--- config.mk ---
export PLATFORM = sky130hd
export DESIGN_NAME = fifo_token_chain
export DESIGN_NICKNAME = d
export VERILOG_FILES = /design/src/rtl/fifo_chain_pkg.sv /design/src/rtl/fifo_seg_ram.sv /design/src/rtl/fifo_seg.sv /design/src/rtl/fifo_chain_join.sv /design/src/rtl/fifo_token_chain.sv
export SDC_FILE = /design/constraint.sdc
export NUM_CORES = 1
export LEC_CHECK = 0
export ABC_AREA = 1
export BUFFER_PORTS_ARGS = -buffer_cell sky130_fd_sc_hd__buf_2
export CAP_MARGIN = 5
export CORE_ASPECT_RATIO = 2
export CORE_UTILIZATION = 40
export DETAILED_ROUTE_END_ITERATION = 10
export SLEW_MARGIN = 30
export SYNTH_ARGS = -nofsm -noshare
export SYNTH_HDL_FRONTEND = slang
export SYNTH_SLANG_ARGS = --single-unit
--- constraint.sdc ---
create_clock -name clk -period 3 [get_ports clk]
set_input_delay 0.45 -clock clk [delete_from_list [all_inputs] [get_ports clk]]
set_output_delay 0.45 -clock clk [all_outputs]
set_load 0.02 [all_outputs]
--- src/rtl/fifo_chain_pkg.sv ---
package fifo_chain_pkg;

  // Token handoff channels carried from one segment to the next.
  typedef struct packed {
    logic wr;
    logic rd;
  } tok_pulse_t;

  function automatic int unsigned addr_bits(int unsigned depth);
    return (depth <= 1) ? 1 : $clog2(depth);
  endfunction

endpackage

--- src/rtl/fifo_seg_ram.sv ---
module fifo_seg_ram #(
  parameter int DEPTH  = 16,
  parameter int DATA_W = 9,
  parameter int AW     = 4
) (
  input  logic              clk,
  input  logic              we,
  input  logic [AW-1:0]     waddr,
  input  logic [DATA_W-1:0] wdata,
  input  logic              re,
  input  logic [AW-1:0]     raddr,
  output logic [DATA_W-1:0] rdata
);

  logic [DATA_W-1:0] mem [DEPTH];
  logic [DATA_W-1:0] rdata_q;

  // Plain synchronous write and registered read: block RAM friendly.
  always_ff @(posedge clk) begin
    if (we) mem[waddr] <= wdata;
    if (re) rdata_q <= mem[raddr];
  end

  assign rdata = rdata_q;

endmodule

--- src/rtl/fifo_seg.sv ---
module fifo_seg
  import fifo_chain_pkg::*;
#(
  parameter int DEPTH  = 16,
  parameter int DATA_W = 9
) (
  input  logic              clk,
  input  logic              rst,
  input  logic              solo_i,
  input  logic              lead_i,
  input  logic              rtx_i,
  input  logic              wr_stb_i,
  input  logic [DATA_W-1:0] wr_data_i,
  input  logic              rd_stb_i,
  input  tok_pulse_t        tok_in_i,
  output tok_pulse_t        tok_out_o,
  output logic              xo_o,
  output logic              hold_w_o,
  output logic              hold_r_o,
  output logic              full_o,
  output logic              empty_o,
  output logic [DATA_W-1:0] rd_data_o,
  output logic              rd_vld_o
);

  localparam int AW       = addr_bits(DEPTH);
  localparam int CW       = $clog2(DEPTH + 1);
  localparam int HALF     = DEPTH / 2;
  localparam bit IS_POW2  = ((DEPTH & (DEPTH - 1)) == 0);
  localparam logic [AW-1:0] LAST = AW'(DEPTH - 1);

  logic [AW-1:0] wptr, rptr, wptr_inc, rptr_inc;
  logic [CW-1:0] cnt, cnt_nxt;
  logic          hold_w, hold_r, full_q, empty_q, xo_q, vld_q;
  logic          rtx_go, do_wr, do_rd, w_wrap, r_wrap;
  logic [DATA_W-1:0] ram_q;

  // Pointer increment: natural wrap for power-of-two depths, compare otherwise.
  generate
    if (IS_POW2) begin : g_pow2_inc
      assign wptr_inc = wptr + 1'b1;
      assign rptr_inc = rptr + 1'b1;
    end else begin : g_cmp_inc
      assign wptr_inc = (wptr == LAST) ? '0 : wptr + 1'b1;
      assign rptr_inc = (rptr == LAST) ? '0 : rptr + 1'b1;
    end
  endgenerate

  assign rtx_go = solo_i & rtx_i;
  assign do_wr  = wr_stb_i & hold_w & ~full_q  & ~rtx_go;
  assign do_rd  = rd_stb_i & hold_r & ~empty_q & ~rtx_go;
  assign w_wrap = do_wr & (wptr == LAST);
  assign r_wrap = do_rd & (rptr == LAST);

  // Handoff to the next segment happens on the same edge as the wrap.
  assign tok_out_o.wr = w_wrap & ~solo_i;
  assign tok_out_o.rd = r_wrap & ~solo_i;

  always_comb begin
    if (rtx_go) cnt_nxt = CW'(wptr);
    else        cnt_nxt = cnt + CW'(do_wr) - CW'(do_rd);
  end

  always_ff @(posedge clk) begin
    if (rst) begin
      wptr    <= '0;
      rptr    <= '0;
      cnt     <= '0;
      full_q  <= 1'b0;
      empty_q <= 1'b1;
      hold_w  <= lead_i;
      hold_r  <= lead_i;
      xo_q    <= 1'b0;
      vld_q   <= 1'b0;
    end else begin
      if (do_wr) wptr <= wptr_inc;
      if (rtx_go)     rptr <= '0;
      else if (do_rd) rptr <= rptr_inc;
      cnt     <= cnt_nxt;
      full_q  <= (cnt_nxt == CW'(DEPTH));
      empty_q <= (cnt_nxt == '0);
      if (tok_in_i.wr)       hold_w <= 1'b1;
      else if (tok_out_o.wr) hold_w <= 1'b0;
      if (tok_in_i.rd)       hold_r <= 1'b1;
      else if (tok_out_o.rd) hold_r <= 1'b0;
      xo_q  <= solo_i ? (cnt_nxt > CW'(HALF)) : (tok_out_o.wr | tok_out_o.rd);
      vld_q <= do_rd;
    end
  end

  fifo_seg_ram #(
    .DEPTH (DEPTH),
    .DATA_W(DATA_W),
    .AW    (AW)
  ) ram_i (
    .clk  (clk),
    .we   (do_wr),
    .waddr(wptr),
    .wdata(wr_data_i),
    .re   (do_rd),
    .raddr(rptr),
    .rdata(ram_q)
  );

  assign xo_o      = xo_q;
  assign hold_w_o  = hold_w;
  assign hold_r_o  = hold_r;
  assign full_o    = full_q;
  assign empty_o   = empty_q;
  assign rd_vld_o  = vld_q;
  assign rd_data_o = vld_q ? ram_q : '0;

  // occupancy never exceeds the segment's storage
  a_r6_cnt_bound: assert property (@(posedge clk) disable iff (rst)
    cnt <= CW'(DEPTH));

  // each handoff channel pulses for one cycle only
  a_r7_wr_pulse_single: assert property (@(posedge clk) disable iff (rst)
    tok_out_o.wr |=> !tok_out_o.wr);
  a_r7_rd_pulse_single: assert property (@(posedge clk) disable iff (rst)
    tok_out_o.rd |=> !tok_out_o.rd);

  // a segment without the write token leaves its write pointer alone
  a_r2_no_wtok_no_move: assert property (@(posedge clk) disable iff (rst)
    !hold_w |=> $stable(wptr));

  // read data only comes from the segment that held the read token
  a_r8_vld_from_owner: assert property (@(posedge clk) disable iff (rst)
    vld_q |-> $past(hold_r));

endmodule

--- src/rtl/fifo_chain_join.sv ---
module fifo_chain_join #(
  parameter int NUM_SEG = 3,
  parameter int DATA_W  = 9
) (
  input  logic [NUM_SEG-1:0]             seg_vld,
  input  logic [NUM_SEG-1:0][DATA_W-1:0] seg_data,
  input  logic [NUM_SEG-1:0]             seg_hold_w,
  input  logic [NUM_SEG-1:0]             seg_full,
  input  logic [NUM_SEG-1:0]             seg_hold_r,
  input  logic [NUM_SEG-1:0]             seg_empty,
  output logic [DATA_W-1:0]              rd_data,
  output logic                           rd_valid,
  output logic                           chain_full,
  output logic                           chain_empty
);

  // Segments zero their data when not valid, so an OR tree merges them.
  always_comb begin
    rd_data = '0;
    for (int i = 0; i < NUM_SEG; i++) rd_data |= seg_data[i];
  end

  assign rd_valid    = |seg_vld;
  assign chain_full  = |(seg_hold_w & seg_full);
  assign chain_empty = |(seg_hold_r & seg_empty);

endmodule

--- src/rtl/fifo_token_chain.sv ---
module fifo_token_chain
  import fifo_chain_pkg::*;
#(
  parameter int NUM_SEG   = 3,
  parameter int SEG_DEPTH = 16,
  parameter int DATA_W    = 9
) (
  input  logic               clk,
  input  logic               rst,
  input  logic               solo_mode,
  input  logic [NUM_SEG-1:0] lead_sel,
  input  logic               retx,
  input  logic               wr_stb,
  input  logic [DATA_W-1:0]  wr_data,
  input  logic               rd_stb,
  output logic [DATA_W-1:0]  rd_data,
  output logic               rd_valid,
  output logic               full,
  output logic               empty,
  output logic [NUM_SEG-1:0] seg_xo,
  output logic [NUM_SEG-1:0] wr_owner,
  output logic [NUM_SEG-1:0] rd_owner
);

  tok_pulse_t                 tok_out [NUM_SEG];
  logic [NUM_SEG-1:0]         seg_vld, seg_hold_w, seg_hold_r, seg_full, seg_empty;
  logic [NUM_SEG-1:0][DATA_W-1:0] seg_data;

  generate
    for (genvar i = 0; i < NUM_SEG; i++) begin : g_seg
      localparam int PREV = (i == 0) ? NUM_SEG - 1 : i - 1;
      logic solo_here, lead_here;
      assign solo_here = solo_mode & (i == 0);
      assign lead_here = solo_mode ? (i == 0) : lead_sel[i];

      fifo_seg #(
        .DEPTH (SEG_DEPTH),
        .DATA_W(DATA_W)
      ) seg_i (
        .clk      (clk),
        .rst      (rst),
        .solo_i   (solo_here),
        .lead_i   (lead_here),
        .rtx_i    (retx),
        .wr_stb_i (wr_stb),
        .wr_data_i(wr_data),
        .rd_stb_i (rd_stb),
        .tok_in_i (tok_out[PREV]),
        .tok_out_o(tok_out[i]),
        .xo_o     (seg_xo[i]),
        .hold_w_o (seg_hold_w[i]),
        .hold_r_o (seg_hold_r[i]),
        .full_o   (seg_full[i]),
        .empty_o  (seg_empty[i]),
        .rd_data_o(seg_data[i]),
        .rd_vld_o (seg_vld[i])
      );
    end
  endgenerate

  fifo_chain_join #(
    .NUM_SEG(NUM_SEG),
    .DATA_W (DATA_W)
  ) join_i (
    .seg_vld    (seg_vld),
    .seg_data   (seg_data),
    .seg_hold_w (seg_hold_w),
    .seg_full   (seg_full),
    .seg_hold_r (seg_hold_r),
    .seg_empty  (seg_empty),
    .rd_data    (rd_data),
    .rd_valid   (rd_valid),
    .chain_full (full),
    .chain_empty(empty)
  );

  assign wr_owner = seg_hold_w;
  assign rd_owner = seg_hold_r;

  // the write token is never duplicated
  a_r2_one_writer: assert property (@(posedge clk) disable iff (rst)
    $onehot0(wr_owner));
  // the read token is never duplicated
  a_r3_one_reader: assert property (@(posedge clk) disable iff (rst)
    $onehot0(rd_owner));
  // at most one segment drives read data
  a_r8_one_valid: assert property (@(posedge clk) disable iff (rst)
    $onehot0(seg_vld));
  // full and empty never coincide
  a_r4_flags_exclusive: assert property (@(posedge clk) disable iff (rst)
    !(full && empty));
  // in solo mode the tokens stay at segment 0
  a_r10_solo_tokens_home: assert property (@(posedge clk) disable iff (rst)
    solo_mode |-> (wr_owner[0] && rd_owner[0]));

endmodule

==> impl_metrics.py, run 1 <==
metrics = {
    "place": {
        "gp_congestion": 0.9094,
        "dp_hpwl_um": 36670,
        "dp.cells": 2335,
        "port_buffers": 38,
    },
    "clock_network": {
        "htree_levels": 2,
        "cts_root_buf": "clkbuf_16",
        "tritoncts": "done",
        "clkLatencyLatePin_ps": 580,
        "cts_sinks": 516,
        "clkTransAtPathRegs_ps": 70,
        "cts_hold_repair.buffers": 0,
        "cts_resized": 0,
        "post-cts-setup-buffer-count": 0,
        "cts_made_buffers": 43,
        "ctsLongestPathBuffers": 3,
    },
    "hold_path": {
        "min_path_type": "in2reg",
        "hp-start": "solo_mode",
        "min_delay_worst_endpoint": "g_seg[0].seg_i.xo_o",
        "worstHoldPathCells": 3,
    },
    "synthesis": {
        "postSynthCellCount": 1676,
        "synth-adder-area-share_pct": 2.036,
        "synth_edf_count": 465,
        "ys_ff_latch": 516,
        "synth-compound-area-share_pct": 10.84,
        "synth_xor_area_share_pct": 0.3795,
        "yosys_warnings": 0,
        "yosysSeqAreaShare_pct": 72.14,
        "avgSynthCellArea_um2": 12.39,
        "async_flop_share_pct": 0,
        "yosys_most_used_dff": "edfxtp_1",
        "synthMuxAreaShare_pct": 0,
        "yosys.area_share.simple_pct": 10.91,
        "syn_area_um2": 20770,
        "synth_nets": 1726,
        "synth_top_family_by_area": "simple AND/OR/NAND/NOR gates",
        "synth_cell_types": 36,
    },
    "layout": {
        "mostFrequentLayoutCell": "edfxtp_1",
        "final_cells": 2413,
        "seqCellArea_um2": 14990,
        "final_cell_mix": "edfxtp_1 (465), nor2_1 (298), o21ai_0 (241), nand2_1 (147), nand3_1 (79)",
        "drive_gt1_share_pct": 10.92,
        "area_growth_pct": 11.73,
        "nFillCells": 4562,
        "layout.nets": 1776,
        "n_antenna_cell": 0,
        "multi_input_area_um2": 5020,
    },
    "grt": {
        "overflow": 0,
        "grt_max_degree": 75,
        "antenna_found_initial": 0,
        "grt_pass1_wl_um": 80610,
        "grt_pass1_vias": 13520,
        "grt.total_usage_pct": 20.89,
    },
    "sta": {
        "rsz0062_at_grt": "false",
        "finalHoldViolCount": 0,
        "slew_headroom_pct": 40.34,
        "finalSetupTns_ps": 0,
        "setup_viol": 0,
        "tightest_slew_ps": 894.9,
        "finalClockSkew_ps": 28.97,
        "drv_slew": 0,
        "finalCritPeriodShare_pct": 79.36,
        "fin_crit_ps": 2381,
        "maxClockFrequency_mhz": 420.0,
        "hold_ws_ps": 199.3,
    },
    "worst_setup_path": {
        "crit_path_start_kind": "flip-flop",
        "r2r-start": "g_seg[2].seg_i.hold_r_o",
        "r2r_setup_slack_ps": 620,
        "critPathMaxFanout": 5,
        "cp.required_ps": 3490,
        "arrival_ps": 2870,
        "worst_path_largest_cell_delay_ps": 410,
        "criticalPathCategory": "reg2reg",
        "cp_cell_sequence": "inv_1, nor2_1, nand2_1, inv_1, ha_1, inv_1, ha_1, inv_1, fa_1, o21ai_0, xnor2_1, inv_1, nor3_1",
        "critical-path-top-delay-family": "adder cells",
        "r2r-end": "g_seg[2].seg_i.full_o",
        "path_buf_inv": 5,
        "cp_slowest_cell": "edfxtp_1",
        "critPathCaptureType": "flip-flop",
        "crit_path_frequent_cell": "inv_1",
        "reg2regPathDepth": 13,
    },
    "floorplanning": {
        "die_h_um": 324.3,
        "fp.dieW_um": 163.1,
        "io_pins": 39,
        "rows": 117,
        "dieArea_um2": 52900,
        "coreArea_um2": 51090,
        "start_util_pct": 40.66,
    },
    "run": {
        "maxCapViolCount": 0,
    },
    "routing": {
        "drt_drc_violations_left": 0,
        "routedWlPerCell_um": 22.37,
        "ant_nets": 0,
        "vias": 13200,
        "wl_um": 53990,
        "viasPerCell": 5.472,
        "firstDrtPassIters": 5,
        "drt_iter0_markers": 1006,
    },
    "power": {
        "leakage_nw": 7.856,
        "peakVddDrop_uv": 418.9,
        "power_density_nw_per_um2": 680.8,
    },
    "status": {
        "outcome": "complete, no violations",
    },
}
-- layer usage --
metal	GRT usage (%)	wire length, um
met1	19.71	17780
met2	41.40	30840
met3	2.333	1746
met4	13.54	3622
met5	0	0
-- kinds of logic after synthesis --
| family | after synthesis |
|---|---|
| and+or+nand+nor | 551 |
| buffers and inverters | 174 |
| xor gates and xnor gates | 9 |
| AOI/OAI and AO/OA | 394 |
| adders and majority gates | 32 |
| DFF | 516 |
-- sequential cells by signal, indices dropped and copies added, names as in the netlist --
| name | count |
|---|---|
| g_seg.seg_i.cnt | 15 |
| g_seg.seg_i.empty_o | 3 |
| g_seg.seg_i.full_o | 3 |
| g_seg.seg_i.hold_r_o | 3 |
| g_seg.seg_i.hold_w_o | 3 |
| g_seg.seg_i.ram_i.mem | 432 |
| g_seg.seg_i.ram_i.rdata | 27 |
| g_seg.seg_i.rd_vld_o | 3 |
| g_seg.seg_i.rptr | 12 |
| g_seg.seg_i.wptr | 12 |
| g_seg.seg_i.xo_o | 3 |
-- cell type report --
cell class / count / share of cell area [%]
timing repair buffer: 99 / 2.944
multi-input combinational: 986 / 21.63
tap: 654 / 3.526
sequential: 516 / 64.58
inverter: 80 / 1.305
clock buffer: 55 / 4.966
clock inverter: 23 / 1.046
-- synth_stat cells (5+ instances only) --
cell type  number  area, um2
a21oi_1        30      150.1
buf_2          32      160.2
buf_4          17      127.6
clkbuf_1       39      146.4
clkbuf_2        6      30.03
dfxtp_1        51       1021
edfxtp_1      465      13960
ha_1           29      362.9
inv_1          67      251.5
inv_2           8      30.03
nand2_1       147      551.8
nand3_1        79      395.4
nand4_1         5      31.28
nor2_1        298       1119
nor2_2          5      31.28
nor3_1          6      30.03
o211ai_1        9      67.56
o21ai_0       241       1206
o221ai_1       45      394.1
o22ai_1        63      394.1
xor2_1          5      43.79
-- per-stage QoR --
stage,setup slack (ps),utilization (%),power [mW],cell area (um2)
floorplan,544.0,-,9.623,20770
global placement,366.9,42.67,10.27,21800
detailed placement,386.9,42.68,10.31,21810
CTS,595.1,45.41,15.90,23200
global route,391.5,45.42,16.37,23210
finish,619.3,45.42,15.80,23210
-- how the worst max path moves through the flow --
stage,from,to,slack (ps),cells after the start
3_3_place_gp,solo_mode,g_seg[0].seg_i.xo_o,370,15
5_1_grt,g_seg[2].seg_i.hold_r_o,g_seg[2].seg_i.full_o,390,13
6_report,g_seg[2].seg_i.hold_r_o,g_seg[2].seg_i.full_o,620,13
2_1_floorplan,rd_stb,g_seg[1].seg_i.full_o,540,11
3_5_place_dp,rd_stb,g_seg[0].seg_i.xo_o,390,16
4_1_cts,g_seg[2].seg_i.hold_r_o,g_seg[2].seg_i.full_o,600,13
-- power breakdown --
| group | leakage [nW] | total, mW | internal (mW) | switching, mW |
|---|---|---|---|---|
| registers | 4.61 | 8.20 | 8.08 | 0.123 |
| clock network | 0.671 | 5.65 | 3.09 | 2.56 |
| logic | 2.57 | 1.95 | 0.608 | 1.34 |
-- worst register-to-register path, delay by kind of cell, from the launching register on --
kind | cells | cell delay [ps]
fa+ha+maj | 3 | 820
flops | 1 | 410
buf+inv | 5 | 340
simple gates | 3 | 340
compound gates | 1 | 230
xor+xnor | 1 | 170
Note: power is estimated with default switching activity, not from simulation.
==> run 2: changes to the inputs <==
==> constraint.sdc (replaced) <==
create_clock -name clk -period 2 [get_ports clk]
set_input_delay 0.3 -clock clk [delete_from_list [all_inputs] [get_ports clk]]
set_output_delay 0.3 -clock clk [all_outputs]
set_load 0.02 [all_outputs]
==> run 2 against run 1 <==
The run now ends with negative setup slack left. Design area increased by 3.7%. Sequential power increased by 50%. Clock-buffer cell count increased by 1. Via count increased by 0.16%. Non-clock buffer count increased by 68. Power increased by 54%. Wire length decreased by 3.3%. Setup slack got worse by 690 ps. Combinational power increased by 81%. Global-route usage decreased by 0.63 points. Core utilization increased by 1.7 points. Critical endpoint is now g_seg[0].seg_i.xo_o. Highest routed layer unchanged.
==> impl_metrics.py, run 2 (synthesis gave the netlist of run 1 again) <==
metrics = {
    "worst_setup_path": {
        "cp_slowest_cell": "fa_2",
        "criticalPathCategory": "reg2reg",
        "crit_path_start_kind": "flip-flop",
        "r2r-start": "g_seg[0].seg_i.empty_o",
        "r2r_setup_slack_ps": -70,
        "reg2regPathDepth": 14,
        "critPathMaxFanout": 2,
        "crit_path_frequent_cell": "nand2_1",
        "r2r-end": "g_seg[0].seg_i.xo_o",
        "critical-path-top-delay-family": "simple AND/OR/NAND/NOR gates",
        "worst_path_largest_cell_delay_ps": 430,
        "arrival_ps": 2480,
        "critPathCaptureType": "flip-flop",
        "cp_cell_sequence": "nor2_4, nand3_4, or2_4, nand2_4, ha_4, fa_2, nand2_2, nand2_2, nor2_2, nand2_1, nand3_1, nand2_1, nand2_1, a21oi_2",
        "cp.depth": 14,
        "path_buf_inv": 0,
        "worstSetupStartpoint": "g_seg[0].seg_i.empty_o",
        "endpoint": "g_seg[0].seg_i.xo_o",
        "cp.required_ps": 2420,
    },
    "sta": {
        "setup_viol": 4,
        "hold_ws_ps": 101.0,
        "slew_headroom_pct": 52.90,
        "layout_setup_ws_ps": -66.01,
        "maxClockFrequency_mhz": 484.0,
        "finalCritPeriodShare_pct": 103.3,
        "tightest_slew_ps": 703.9,
        "finalClockSkew_ps": 30.92,
        "finalHoldViolCount": 0,
        "rsz0062_at_grt": "true",
        "fin_crit_ps": 2066,
        "drv_slew": 0,
    },
    "floorplanning": {
        "rows": 117,
        "die_h_um": 324.3,
        "dieArea_um2": 52900,
        "start_util_pct": 40.66,
        "io_pins": 39,
        "fp.dieW_um": 163.1,
        "coreArea_um2": 51090,
    },
    "run": {
        "maxCapViolCount": 0,
    },
    "routing": {
        "ant_nets": 0,
        "drt_drc_violations_left": 0,
        "firstDrtPassIters": 5,
        "vias": 13230,
        "viasPerCell": 5.331,
        "wl_um": 52200,
        "drt_iter0_markers": 886,
        "routedWlPerCell_um": 21.04,
    },
    "grt": {
        "grt_max_degree": 75,
        "grt_pass1_wl_um": 79240,
        "grt_pass1_vias": 13500,
        "overflow": 0,
        "grt.total_usage_pct": 20.26,
        "antenna_found_initial": 2,
    },
    "clock_network": {
        "clkLatencyLatePin_ps": 570,
        "ctsLongestPathBuffers": 3,
        "cts_root_buf": "clkbuf_16",
        "htree_levels": 2,
        "cts_made_buffers": 43,
        "cts_hold_repair.buffers": 0,
        "cts_sinks": 516,
        "clkTransAtPathRegs_ps": 70,
        "tritoncts": "done",
    },
    "hold_path": {
        "min_path_type": "in2reg",
    },
    "layout": {
        "largest_register_ffs": 432,
        "top_register": "g_seg.seg_i.ram_i.mem",
        "layout.nets": 1844,
        "final_cell_mix": "edfxtp_1 (465), nor2_1 (295), o21ai_0 (238), nand2_1 (140), buf_4 (119)",
        "area_growth_pct": 15.84,
        "final_area_um2": 24060,
        "final_util_pct": 47.10,
        "drive_gt1_share_pct": 16.98,
        "mostFrequentLayoutCell": "edfxtp_1",
    },
    "place": {
        "dpl_cell_area_um2": 22450,
        "port_buffers": 38,
        "dp_hpwl_um": 36390,
        "gp_congestion": 0.8528,
        "dp_slack_ps": -314.6,
    },
    "power": {
        "p_clk_share_pct": 34.8,
        "swShare_pct": 25.51,
        "peakVddDrop_uv": 826.9,
        "pwr-share-seq_pct": 50.6,
        "leakage_nw": 8.249,
        "power_density_nw_per_um2": 1011,
        "internal_power_mw": 18.12,
        "switchingPower_mw": 6.204,
        "combPwrFrac_pct": 14.5,
    },
    "status": {
        "failed_checks": "negative setup slack",
        "outcome": "complete, but fails checks",
    },
}
## run 2: cell types whose count changed in the layout (fill, tap and decap cells not counted), sizes merged
cell / change
inv: -2
bufinv: -1
clkinv: -1
clkbuf: +1
buf: +68
diode: +1
clkinvlp: +2
## run 2: final cells by class
class / count / area, um2
diodes: 1 / 2.502
multi-input cells: 986 / 5238
clock inverters: 21 / 203.9
inverters: 80 / 315.3
repair buffers: 167 / 1275
fillers: 4471 / 27030
clock buffers: 56 / 1215
well taps: 654 / 818.3
flip-flops and latches: 516 / 14990
## run 2: timing repair
action	4_1_cts	5_1_grt
cloned	0	0
resized for setup	15	24
pin swaps	15	13
setup buffers	5	0
setup endpoints to repair	8	27
## run 2: how the worst min path moves through the flow
stage	startpoint	end	slack (ps)	depth (start not counted)
after floorplan	wr_data[0]	g_seg[0].seg_i.ram_i.mem[0][0]	400	0
after global placement	g_seg[0].seg_i.wptr[2]	g_seg[0].seg_i.wptr[2]	490	2
after detailed placement	g_seg[0].seg_i.wptr[2]	g_seg[0].seg_i.wptr[2]	500	2
after CTS	lead_sel[0]	g_seg[0].seg_i.hold_r_o	70	3
after global routing	lead_sel[0]	g_seg[0].seg_i.hold_w_o	110	3
final	lead_sel[0]	g_seg[0].seg_i.hold_r_o	100	3
## run 2: power by group through the flow
stage	sequential, mW	clock (mW)	combinational (mW)
final	12.3	8.47	3.53
after global placement	12.5	0	3.21
after detailed placement	12.5	0	3.27
after CTS	12.3	8.63	3.38
after global routing	12.3	9.00	3.88
after floorplan	12.5	0	2.04
## run 2: metrics by stage
step                cells  total power [mW]  TNS [ps]
finish               2481             24.32    -140.3
global route         2480             25.23    -901.9
CTS                  2480             24.33    -359.4
detailed placement   2399             15.82     -2026
global placement     2399             15.75     -1741
floorplan            1676             14.51    -251.8
## run 2: metal layers
layer,part of all wire (%),vias to the layer above,GRT usage (%)
met4,6.2,0,12.75
met2,56,313,39.18
met1,35,6501,20.45
met5,0,-,0
li1,-,6291,-
met3,3.4,120,1.811
## run 2: worst reg2reg max path, delay by kind of cell, from the launching register on
family	cells	cell delay, ps
simple gates	11	980
flops	1	340
fa+ha+maj	2	580
compound gates	1	50
==> run 3: changes to the inputs <==
--- a/config.mk
+++ b/config.mk
@@ -8,7 +8,7 @@
 export ABC_AREA = 1
 export BUFFER_PORTS_ARGS = -buffer_cell sky130_fd_sc_hd__buf_2
 export CAP_MARGIN = 5
-export CORE_ASPECT_RATIO = 2
+export CORE_ASPECT_RATIO = 1.5
 export CORE_UTILIZATION = 40
 export DETAILED_ROUTE_END_ITERATION = 10
 export SLEW_MARGIN = 30
==> run 3 against run 2 <==
Register-to-register slack about the same. Clock skew decreased by 12 ps. Clock-buffer cell count increased by 1. Non-clock buffer count decreased by 9. Largest power group unchanged. First-iteration DRC count increased by 5.5%. Wire length decreased by 0.60%. Combinational power decreased by 4%. Critical endpoint unchanged. Highest routed layer unchanged. Via count increased by 0.48%. Die area about the same. Largest cell class unchanged. The flow still finishes with violations (negative setup slack). Global-route usage decreased by 0.44 points. Power increased by 2.1%. Setup slack improved by 2.1 ps.
==> impl_metrics.py, run 3 (synthesis gave the netlist of run 1 again) <==
metrics = {
    "worst_setup_path": {
        "critPathCaptureType": "flip-flop",
        "criticalPathCategory": "reg2reg",
        "crit_path_start_kind": "flip-flop",
        "reg2regPathDepth": 14,
        "critPathMaxFanout": 2,
        "cp.required_ps": 2460,
        "arrival_ps": 2520,
    },
    "layout": {
        "final_cells": 2498,
        "final_util_pct": 47.59,
        "largest_register_ffs": 432,
        "mostFrequentLayoutCell": "edfxtp_1",
        "nFillCells": 4453,
        "drive_gt1_share_pct": 15.92,
        "final_cell_mix": "edfxtp_1 (465), nor2_1 (293), o21ai_0 (237), nand2_1 (140), buf_4 (101)",
        "layout.nets": 1840,
        "area_growth_pct": 16.68,
        "top_register": "g_seg.seg_i.ram_i.mem",
    },
    "sta": {
        "maxClockFrequency_mhz": 484.5,
        "setup_viol": 5,
        "finalSetupTns_ps": -149.6,
        "fin_crit_ps": 2064,
        "tightest_slew_ps": 737.2,
        "rsz0062_at_grt": "true",
        "finalHoldViolCount": 0,
        "finalCritPeriodShare_pct": 103.2,
        "drv_slew": 0,
        "slew_headroom_pct": 50.79,
        "finalClockSkew_ps": 19.24,
        "hold_ws_ps": 92.73,
        "layout_setup_ws_ps": -63.91,
    },
    "status": {
        "failed_checks": "negative setup slack",
        "outcome": "complete, but fails checks",
    },
    "routing": {
        "viasPerCell": 5.319,
        "drt_iter0_markers": 935,
        "firstDrtPassIters": 5,
        "drt_drc_violations_left": 0,
        "routedWlPerCell_um": 20.77,
        "wl_um": 51890,
        "ant_nets": 0,
        "vias": 13290,
    },
    "grt": {
        "grt_pass1_wl_um": 78620,
        "grt_max_degree": 75,
        "grt_pass1_vias": 13410,
        "overflow": 0,
        "grt.total_usage_pct": 19.82,
        "antenna_found_initial": 0,
    },
    "clock_network": {
        "htree_levels": 2,
        "tritoncts": "done",
        "cts_hold_repair.buffers": 0,
        "cts_root_buf": "clkbuf_16",
        "cts_made_buffers": 48,
        "ctsLongestPathBuffers": 3,
        "cts_sinks": 516,
        "clkLatencyLatePin_ps": 570,
        "clkTransAtPathRegs_ps": 60,
    },
    "power": {
        "power_density_nw_per_um2": 1024,
        "p_clk_share_pct": 36.7,
        "combPwrFrac_pct": 13.7,
        "switchingPower_mw": 6.184,
        "swShare_pct": 24.91,
        "leakage_nw": 8.304,
        "peakVddDrop_uv": 565.1,
        "pwr-share-seq_pct": 49.6,
        "internal_power_mw": 18.64,
    },
    "place": {
        "dp.cells": 2403,
        "dp_slack_ps": -302.8,
        "gp_congestion": 0.8879,
        "port_buffers": 38,
        "dp_hpwl_um": 34110,
    },
    "floorplanning": {
        "start_util_pct": 40.79,
        "fp.dieW_um": 188.1,
        "dieArea_um2": 52860,
        "rows": 101,
        "coreArea_um2": 50930,
        "io_pins": 39,
        "die_h_um": 281.1,
    },
    "hold_path": {
        "worstHoldPathCells": 3,
        "min_path_type": "in2reg",
    },
    "run": {
        "maxCapViolCount": 0,
    },
}
==> run 3: worst paths after layout <==
kind,slack [ps],endpoint,start
worst max-delay path,-60,g_seg[0].seg_i.xo_o,g_seg[0].seg_i.empty_o
worst min-delay path,90,g_seg[1].seg_i.hold_w_o,lead_sel[1]
worst max register to register,-60,g_seg[0].seg_i.xo_o,g_seg[0].seg_i.empty_o
worst min register to register,520,g_seg[2].seg_i.wptr[2],g_seg[2].seg_i.wptr[2]
==> run 3: timing repair <==
action                                  4_1_cts  5_1_grt
cloned                                        0        0
resized for setup                            17       18
pin swaps                                    21       24
buffers inserted                              4        2
endpoints found under the setup margin        8       10
==> run 3: power groups by stage <==
stage / registers, mW / clock network, mW / logic, mW
after detailed placement: 12.5 / 0 / 3.15
final: 12.3 / 9.12 / 3.40
after floorplan: 12.5 / 0 / 2.04
after global placement: 12.5 / 0 / 3.06
after CTS: 12.3 / 9.26 / 3.23
after global routing: 12.3 / 9.64 / 3.76
==> run 3: worst max-delay path: stages (launching register included) <==
cell	delay [ps]
dfxtp_2	330
nor2_4	90
nand3_4	90
or2_4	280
nand2_4	70
ha_4	130
fa_2	430
nand2_2	90
nand2_2	60
nor2_4	90
nand2_1	50
nand3_1	60
nand2_1	50
nand2_1	70
a21oi_2	50
==> run 3: cell type report <==
| class | instances | area [um2] | area share (%) |
|---|---|---|---|
| Clock buffer | 57 | 1256 | 5.183 |
| Inverter | 80 | 315.3 | 1.301 |
| Multi-Input combinational cell | 986 | 5219 | 21.53 |
| Tap cell | 669 | 837.1 | 3.454 |
| Clock inverter | 31 | 304.0 | 1.255 |
| Antenna cell | 1 | 2.502 | 0.01033 |
| Sequential cell | 516 | 14990 | 61.85 |
| Timing Repair Buffer | 158 | 1311 | 5.410 |
==> run 3: metal layers <==
layer / track usage, % / up-vias / part of all wire, %
met3: 2.148 / 107 / 3.7
met2: 38.14 / 324 / 55
met4: 9.026 / 0 / 4.3
li1: - / 6292 / -
met1: 21.56 / 6565 / 37
met5: 0 / - / 0
==> run 3: stage by stage <==
stage / cell area (um2) / power [mW]
after floorplan: 20850 / 14.51
after global placement: 22480 / 15.58
after detailed placement: 22480 / 15.68
after CTS: 24140 / 24.80
after global routing: 24230 / 25.73
final: 24240 / 24.82
